**config.mk**
```make
export PLATFORM = sky130hd
export DESIGN_NAME = vclk_selector
export DESIGN_NICKNAME = d
export VERILOG_FILES = /design/src/rtl/vclk_sel_pkg.sv /design/src/rtl/vclk_src_sync.sv /design/src/rtl/vclk_sel_qual.sv /design/src/rtl/vclk_glitch_switch.sv /design/src/rtl/vclk_selector.sv
export SDC_FILE = /design/constraint.sdc
export NUM_CORES = 1
export LEC_CHECK = 0
export BUFFER_PORTS_ARGS = -buffer_cell sky130_fd_sc_hd__buf_2
export CAP_MARGIN = 25
export CORE_MARGIN = 1
export CORE_UTILIZATION = 55
export CTS_CLUSTER_SIZE = 40
export DETAILED_ROUTE_END_ITERATION = 12
export PLACE_DENSITY = 0.87
export SLEW_MARGIN = 25
export SYNTH_ARGS = -nofsm -noshare
export SYNTH_HDL_FRONTEND = slang
export SYNTH_SLANG_ARGS = --single-unit
```
**constraint.sdc**
```tcl
create_clock -name clk_i -period 3.2 [get_ports clk_i]
set_input_delay 0.48 -clock clk_i [delete_from_list [all_inputs] [get_ports clk_i]]
set_output_delay 0.48 -clock clk_i [all_outputs]
set_load 0.01 [all_outputs]
```
**src/rtl/vclk_sel_pkg.sv**
```systemverilog
package vclk_sel_pkg;
   // Source codes; the first LIVE_N are synchronized level inputs.
   typedef enum logic [2:0] {
      SRC_R0   = 3'd0,
      SRC_R1   = 3'd1,
      SRC_R2   = 3'd2,
      SRC_EXT  = 3'd3,
      SRC_REF  = 3'd4,
      SRC_MEM  = 3'd5,
      SRC_HIGH = 3'd6,
      SRC_OFF  = 3'd7
   } src_e;

   localparam int LIVE_N = 6;
endpackage

```
**src/rtl/vclk_src_sync.sv**
```systemverilog
module vclk_src_sync #(
   parameter int N      = 6,
   parameter int STAGES = 2
) (
   input  logic         clk_i,
   input  logic         rst_ni,
   input  logic [N-1:0] d_i,
   output logic [N-1:0] q_o
);
   logic [STAGES-1:0][N-1:0] st_q;

   for (genvar g = 0; g < STAGES; g++) begin : g_stage
      if (g == 0) begin : g_first
         always_ff @(posedge clk_i or negedge rst_ni) begin
            if (!rst_ni) st_q[g] <= '0;
            else         st_q[g] <= d_i;
         end
      end else begin : g_next
         always_ff @(posedge clk_i or negedge rst_ni) begin
            if (!rst_ni) st_q[g] <= '0;
            else         st_q[g] <= st_q[g-1];
         end
      end
   end

   assign q_o = st_q[STAGES-1];
endmodule

```
**src/rtl/vclk_sel_qual.sv**
```systemverilog
module vclk_sel_qual #(
   parameter int SEL_TO = 16,
   parameter int SETTLE = 40
) (
   input  logic       clk_i,
   input  logic       rst_ni,
   input  logic [1:0] sel_i,
   input  logic       long_to_i,
   input  logic       reprog_i,
   output logic [1:0] sel_eff_o,
   output logic       settling_o
);
   localparam int WD_W  = $clog2(2 * SEL_TO + 1);
   localparam int SET_W = $clog2(SETTLE + 1);

   logic [1:0]       sel_q;
   logic [WD_W-1:0]  wd_q;
   logic [WD_W-1:0]  lim;
   logic [SET_W-1:0] set_q;
   logic             commit;

   assign lim    = long_to_i ? WD_W'(2 * SEL_TO) : WD_W'(SEL_TO);
   assign commit = (sel_i == sel_q) && (wd_q == lim) && (sel_eff_o != sel_q);

   always_ff @(posedge clk_i or negedge rst_ni) begin
      if (!rst_ni) begin
         sel_q     <= 2'b00;
         wd_q      <= '0;
         sel_eff_o <= 2'b00;
      end else begin
         sel_q <= sel_i;
         if (sel_i != sel_q)  wd_q <= '0;
         else if (wd_q != lim) wd_q <= wd_q + 1'b1;
         if (commit) sel_eff_o <= sel_q;
      end
   end

   always_ff @(posedge clk_i or negedge rst_ni) begin
      if (!rst_ni)                 set_q <= '0;
      else if (commit || reprog_i) set_q <= SET_W'(SETTLE);
      else if (set_q != '0)        set_q <= set_q - 1'b1;
   end

   assign settling_o = (set_q != '0);
endmodule

```
**src/rtl/vclk_glitch_switch.sv**
```systemverilog
module vclk_glitch_switch
   import vclk_sel_pkg::*;
(
   input  logic              clk_i,
   input  logic              rst_ni,
   input  logic [LIVE_N-1:0] lvl_i,
   input  src_e              tgt_i,
   output logic              out_o,
   output logic              wait_o
);
   src_e cur_q;
   logic lv_cur, lv_tgt, rdy_cur, rdy_tgt;

   function automatic logic level_of(input src_e s, input logic [LIVE_N-1:0] l);
      case (s)
         SRC_HIGH: level_of = 1'b1;
         SRC_OFF:  level_of = 1'b0;
         default:  level_of = l[s];
      endcase
   endfunction

   // Constant sources never block the handshake.
   function automatic logic ready_of(input src_e s, input logic [LIVE_N-1:0] l);
      if (s == SRC_HIGH || s == SRC_OFF) ready_of = 1'b1;
      else                               ready_of = l[s];
   endfunction

   assign lv_cur  = level_of(cur_q, lvl_i);
   assign lv_tgt  = level_of(tgt_i, lvl_i);
   assign rdy_cur = ready_of(cur_q, lvl_i);
   assign rdy_tgt = ready_of(tgt_i, lvl_i);

   always_ff @(posedge clk_i or negedge rst_ni) begin
      if (!rst_ni) begin
         cur_q  <= SRC_HIGH;
         wait_o <= 1'b0;
         out_o  <= 1'b1;
      end else if (!wait_o) begin
         if (tgt_i != cur_q && rdy_cur) begin
            wait_o <= 1'b1;
            out_o  <= 1'b1;
         end else begin
            out_o  <= lv_cur;
         end
      end else if (rdy_tgt) begin
         cur_q  <= tgt_i;
         wait_o <= 1'b0;
         out_o  <= lv_tgt;
      end else begin
         out_o  <= 1'b1;
      end
   end
endmodule

```
**src/rtl/vclk_selector.sv**
```systemverilog
module vclk_selector
   import vclk_sel_pkg::*;
#(
   parameter int SEL_TO = 16,
   parameter int SETTLE = 40,
   parameter int IDX_W  = 4,
   parameter int SYNC_N = 2
) (
   input  logic             clk_i,
   input  logic             rst_ni,
   input  logic             oe_i,
   input  logic             pd_ni,
   input  logic [1:0]       sel_i,
   input  logic             ext_sel_i,
   input  logic             fb_mem_i,
   input  logic             long_to_i,
   input  logic             reprog_i,
   input  logic [IDX_W-1:0] idx0_i,
   input  logic [IDX_W-1:0] idx1_i,
   input  logic [IDX_W-1:0] idx2_i,
   input  logic [2:0]       reg_clk_i,
   input  logic             ext_clk_i,
   input  logic             ref_clk_i,
   input  logic             mem_clk_i,
   output logic             vclk_o,
   output logic             vclk_en_o
);
   localparam logic [IDX_W-1:0] IDX_MEM = {IDX_W{1'b1}};
   localparam logic [IDX_W-1:0] IDX_OFF = {IDX_W{1'b1}} - 1'b1;

   if (SEL_TO < 1) begin : g_bad_to
      $error("SEL_TO must be at least 1");
   end
   if (SETTLE < 1) begin : g_bad_settle
      $error("SETTLE must be at least 1");
   end
   if (IDX_W < 2) begin : g_bad_idx
      $error("IDX_W must be at least 2");
   end
   if (SYNC_N < 2) begin : g_bad_sync
      $error("SYNC_N must be at least 2");
   end

   logic [1:0]        sel_eff;
   logic              settling;
   logic              in_wait;
   logic [LIVE_N-1:0] raw_lvl, syn_lvl;
   src_e              tgt;

   assign raw_lvl = {mem_clk_i, ref_clk_i, ext_clk_i, reg_clk_i};

   vclk_sel_qual #(.SEL_TO(SEL_TO), .SETTLE(SETTLE)) u_qual (
      .clk_i      (clk_i),
      .rst_ni     (rst_ni),
      .sel_i      (sel_i),
      .long_to_i  (long_to_i),
      .reprog_i   (reprog_i),
      .sel_eff_o  (sel_eff),
      .settling_o (settling)
   );

   vclk_src_sync #(.N(LIVE_N), .STAGES(SYNC_N)) u_sync (
      .clk_i  (clk_i),
      .rst_ni (rst_ni),
      .d_i    (raw_lvl),
      .q_o    (syn_lvl)
   );

   function automatic src_e reg_pick(input src_e r, input logic [IDX_W-1:0] idx);
      if (idx == IDX_OFF)      reg_pick = SRC_OFF;
      else if (idx == IDX_MEM) reg_pick = SRC_MEM;
      else                     reg_pick = r;
   endfunction

   always_comb begin
      if (!pd_ni)        tgt = SRC_HIGH;
      else if (settling) tgt = fb_mem_i ? SRC_MEM : SRC_REF;
      else begin
         case (sel_eff)
            2'b00:   tgt = reg_pick(SRC_R0, idx0_i);
            2'b01:   tgt = reg_pick(SRC_R1, idx1_i);
            2'b10:   tgt = ext_sel_i ? reg_pick(SRC_R2, idx2_i) : SRC_EXT;
            default: tgt = reg_pick(SRC_R2, idx2_i);
         endcase
      end
   end

   vclk_glitch_switch u_sw (
      .clk_i  (clk_i),
      .rst_ni (rst_ni),
      .lvl_i  (syn_lvl),
      .tgt_i  (tgt),
      .out_o  (vclk_o),
      .wait_o (in_wait)
   );

   always_ff @(posedge clk_i or negedge rst_ni) begin
      if (!rst_ni) vclk_en_o <= 1'b0;
      else         vclk_en_o <= oe_i;
   end
endmodule

```
### Word-level counts from Yosys, hierarchy flattened

Index checks and enable logic that the tools add are counted.

| word-level totals | value |
|---|---|
| bits in registers | 34 |
| input bits | 28 |
| output and inout bits | 2 |
| word-level logic and storage cells | 73 |

| cells by class | value |
|---|---|
| $add $sub $neg | 2 |
| $lt $le $gt $ge | 2 |
| equal/unequal tests | 18 |
| multiplexer cells | 30 |
| reduce and logical (&&, ||, !) cells | 11 |

Operator list:

| cell | number |
|---|---|
| $mux 6 | 5 |
| $mux 3 | 9 |
| $eq 4x4->1 const B | 6 |
| $eq 3x3->1 const B | 4 |
| $mux 1 | 11 |
| $pmux 3 s3 | 1 |
| $lt 3x4->1 const B | 2 |
| $add 6x1->6 const B | 1 |
| $bmux 1 s3 | 2 |
| $eq 6x6->1 | 1 |
| $ne 6x6->1 | 1 |
| $reduce_bool 6->1 | 1 |
| $sub 6x1->6 const B | 1 |
| $ne 2x2->1 | 2 |
| $pmux 1 s2 | 2 |
| $reduce_bool 2->1 | 2 |
| $logic_and 1x1->1 | 3 |
| $logic_or 1x1->1 | 3 |
| $ne 3x3->1 | 1 |
| $eq 2x1->1 const B | 1 |
| $eq 2x2->1 | 1 |
| $eq 2x2->1 const B | 1 |
| $logic_not 2->1 | 1 |
| $reduce_and 2->1 | 1 |

### Logic depth before layout (Yosys ltp)

| depth | value |
|---|---|
| depth after elaboration | 12 |
| mapped depth | 9 |
| gate-level depth less buffers | 9 |

### Hierarchy

From an unflattened synthesis, not the netlist that was laid out.

| second synthesis, totals | value |
|---|---|
| cell total of the unflattened synthesis | 147 |
| area total of the unflattened synthesis | 1740.4 um^2 |

By module, submodules not included:

| module | times used | cells an instance | area an instance (um^2) | sequential area each (um^2) |
|---|---|---|---|---|
| vclk_sel_qual | 1 | 73 | 843.3 | 400.4 |
| vclk_glitch_switch | 1 | 35 | 395.4 | 128.9 |
| vclk_src_sync | 1 | 18 | 345.3 | 300.3 |
| vclk_selector | 1 | 21 | 156.4 | 25.0 |

### Least setup slack after synthesis

OpenSTA, ideal clock, no wires.

| path | value |
|---|---|
| path type | reg2reg |
| start | reg u_qual.set_q[0] |
| end | reg u_sw.cur_q[0] |
| setup time | 0.079 ns |
| data arrival time | 2.202 ns |
| required time | 3.121 ns |
| setup slack | 0.919 ns |
| cell stages (with the launch flop) | 10 |
| path buffers | 0 |
| period minus slack after synthesis | 2.281 ns |
| path through | dfrtp_1 inv_1 ha_1 or3b_4 nor3_4 nand3_1 a221o_1 a21oi_2 a211o_1 mux2i_1 |

| on the way | value |
|---|---|
| longest elaborated chain between the ends | 7 |
| elaborated cells between the ends (all ways) | 10 |
| classes of those cells | eq/ne: 2; mux: 5; reduce/logical: 3 |

RTL lines:

| element | line | text |
|---|---|---|
| start, declared | vclk_sel_qual.sv:19 | `logic [SET_W-1:0] set_q;` |
| start signal, assigned | vclk_sel_qual.sv:40 | `else if (commit \|\| reprog_i) set_q <= SET_W'(SETTLE);` |
| start signal, assigned | vclk_sel_qual.sv:41 | `else if (set_q != '0) set_q <= set_q - 1'b1;` |
| $reduce_bool 6->1 * | vclk_sel_qual.sv:44 | `assign settling_o = (set_q != '0);` |
| $mux 3 * | vclk_selector.sv:77 | `else if (settling) tgt = fb_mem_i ? SRC_MEM : SRC_REF;` |
| $mux 3 * | vclk_selector.sv:76 | `if (!pd_ni) tgt = SRC_HIGH;` |
| $bmux 1 s3 / $eq 3x3->1 (equally long branches) | vclk_glitch_switch.sv:25, vclk_glitch_switch.sv:24 |  |
| $mux 1 (not written as such) / $logic_or 1x1->1 (equally long branches) | vclk_glitch_switch.sv:25, vclk_glitch_switch.sv:24 |  |
| $mux 1 | vclk_glitch_switch.sv:24 | `if (s == SRC_HIGH \|\| s == SRC_OFF) ready_of = 1'b1;` |
| $reduce_and 2->1 (no line) | - |  |
| end signal, assigned | vclk_glitch_switch.sv:46 | `cur_q <= tgt_i;` |
| end, declared | vclk_glitch_switch.sv:11 | `src_e cur_q;` |

Every way passes the cells marked *; elsewhere a longest branch is shown, timed or not. The select of a mux whose other input is x is not followed.
A chain may end at the register's enable or synchronous reset.

### Final worst setup path

Ends and elaborated chain as after synthesis.

==> flow_summary.ini <==
[run_status]
outcome = finished, final reports clean

[floorplanning]
rows = 20
start_util_pct = 58.33
core_um2 = 3078
ioPinCount = 30
die_area_um2 = 3497
die_h_um = 59.14
die_width_um = 59.14

[setup_path]
cp-start-kind = register
r2r_setup_slack_ns = 0.70
rr_endpoint = u_sw.cur_q[0]
r2r_cells = 9
required_ns = 3.47
cp-end-kind = register
path_max_fanout = 8
reg2reg_from = u_qual.set_q[0]
cp_data_arrival_time_ns = 2.77
crit_type = register to register

[grt]
overflow = 0
grt_max_degree = 35
track_usage_pct = 22.09
grt_pass1_vias = 1287
antenna_found_initial = 0
grt_pass1_wl_um = 5651

[yosys]
yosys_warnings = 0
synth_edf_count = 0
synth_ff_type = dfrtp_1
synthCells = 177
synth-seq-cells = 34
syn_avg_cell_area_um2 = 10.14
ys_seq_area_share_pct = 47.60
syn_nets = 208
async_flop_share_pct = 100.0
synth_area_um2 = 1795
synth_cell_types = 48

[drt]
first_iter_violations = 81
ant_nets = 0
drtPass1Iterations = 4
route.detailed.drc = 0
wl_um = 3302
vias = 1421
wire_per_inst_um = 12.95
viasPerCell = 5.573

[cells_and_area]
area_growth_pct = 14.98
final_common_cell = dfrtp_1
diodes = 0
drive_above_1_share_pct = 26.54
nNetsFinal = 241
layout_common_cells = dfrtp_1, buf_2, nor2_1, nand2_1, inv_1

[sta]
hold_violations = 0
finalCritPeriodShare_pct = 78.11
rsz0062_at_grt = no
clock-skew-final_ns = 0.01119
finalSetupTns_ns = 0
slew_headroom_pct = 53.05
worst_slew_pin_slew_ns = 0.7043
slew_viol_final = 0
finalCriticalPeriod_ns = 2.499
fmax_mhz = 400.1
setup_viol = 0

[hold_path]
hold_path_class = primary input to asynchronous set/reset pin

[power]
p_leak_nw = 0.8893
total_power_mw = 1.147
ir_drop_mv = 0.3583
power_density_nw_per_um2 = 555.4

[place]
dp_hpwl_um = 2413
gp_congestion = 0.8644
io_buffers = 29

[cts]
postCtsResizedCells = 0
cts_hold_buf = 0
cts_buffers = 5
cts.sinks = 34
clockBufferDepth = 2
h-tree-depth = 2
insertion_delay_ns = 0.34
tritoncts = done
postCtsSetupBuffers = 0
clkTransAtPathRegs_ns = 0.11
root_buffer = clkbuf_4

[flow_run]
drv_cap = 0
[cell usage after synthesis (all sizes together) (4+ instances only)]
master | number | area [µm²]
mux2 | 4 | 45.04
nand3 | 9 | 45.04
xnor2 | 8 | 70.07
mux2i | 4 | 40.04
nor3 | 4 | 31.28
inv | 13 | 48.80
a21oi | 6 | 37.54
nand2 | 14 | 52.55
dfrtp | 31 | 775.7
nor2 | 25 | 93.84
o21ai | 6 | 30.03
nand4 | 5 | 31.28
[critical path, stage by stage, from the launching register on]
cell and delay, ns:
dfrtp_1 0.39, inv_1 0.09, ha_1 0.22, or3b_4 0.42
nor3_4 0.29, nand3_1 0.20, a221o_1 0.31, a21oi_2 0.18
a211o_1 0.15, mux2i_1 0.18
[logic make-up (layout without fill, tap and decap cells)]
| group | count (synthesis) | count (layout) | share of synthesized area [%] |
|---|---|---|---|
| flip-flops | 34 | 34 | 47.60 |
| AO/OA/AOI/OAI | 34 | 34 | 15.89 |
| buffers and inverters | 16 | 50 | 3.484 |
| XOR/XNOR | 10 | 10 | 4.878 |
| multiplexers | 9 | 9 | 5.993 |
| AND/OR/NAND/NOR | 71 | 71 | 20.07 |
| adder cells (fa/ha/maj) | 3 | 3 | 2.091 |
[final cells by class]
cell class / count / area, µm²
fill: 251 / 1013
multi-input combinational: 127 / 878.3
sequential: 34 / 854.6
timing repair buffer: 29 / 145.1
tap: 44 / 55.05
inverter: 13 / 48.80
clock inverter: 3 / 45.04
clock buffer: 5 / 37.54
[layer usage]
layer  GRT usage, %  vias up  part of all wire, %
met5              0        -                    0
met2          33.60       49                   46
met1          30.78      671                   47
li1               -      696                    -
met3          5.240        5                  6.0
met4          8.503        0                  1.6
[how the worst max path moves through the flow]
stage,from,endpoint,slack [ns],cells past startpoint
global placement,u_qual.set_q[0],u_sw.cur_q[0],0.82,9
floorplan,u_qual.set_q[0],u_sw.cur_q[0],0.92,9
finish,u_qual.set_q[0],u_sw.cur_q[0],0.70,9
global route,u_qual.set_q[0],u_sw.cur_q[0],0.51,9
detailed placement,u_qual.set_q[0],u_sw.cur_q[0],0.76,9
CTS,u_qual.set_q[0],u_sw.cur_q[0],0.70,9
[sequential cells by signal (all words and copies together), names as in the netlist]
name	cells
u_qual.sel_q	2
u_qual.sel_eff_o	2
vclk_en_o	1
u_sw.out_o	1
u_sync.q_o	6
u_sync.st_q	6
u_sw.wait_o	1
u_qual.wd_q	6
u_sw.cur_q	3
u_qual.set_q	6
[report_power, final]
part / internal, mW / switching (mW)
registers: 0.494 / 0.0702
logic: 0.135 / 0.134
clock network: 0.164 / 0.149
total: 0.793 / 0.353
[metrics by stage]
stage | util [%] | instances | setup slack [ns] | area [µm²] | hold WS (ns)
6_report | 67.07 | 255 | 0.7006 | 2064 | 0.1749
5_1_grt | 67.07 | 255 | 0.5091 | 2064 | 0.2096
4_1_cts | 67.07 | 255 | 0.7040 | 2064 | 0.1856
3_5_place_dp | 64.39 | 247 | 0.7650 | 1982 | 0.3370
3_3_place_gp | 64.39 | 247 | 0.8180 | 1982 | 0.3323
2_1_floorplan | - | 177 | 0.9192 | 1795 | 0.1844
Note: power is estimated with default switching activity, not from simulation.
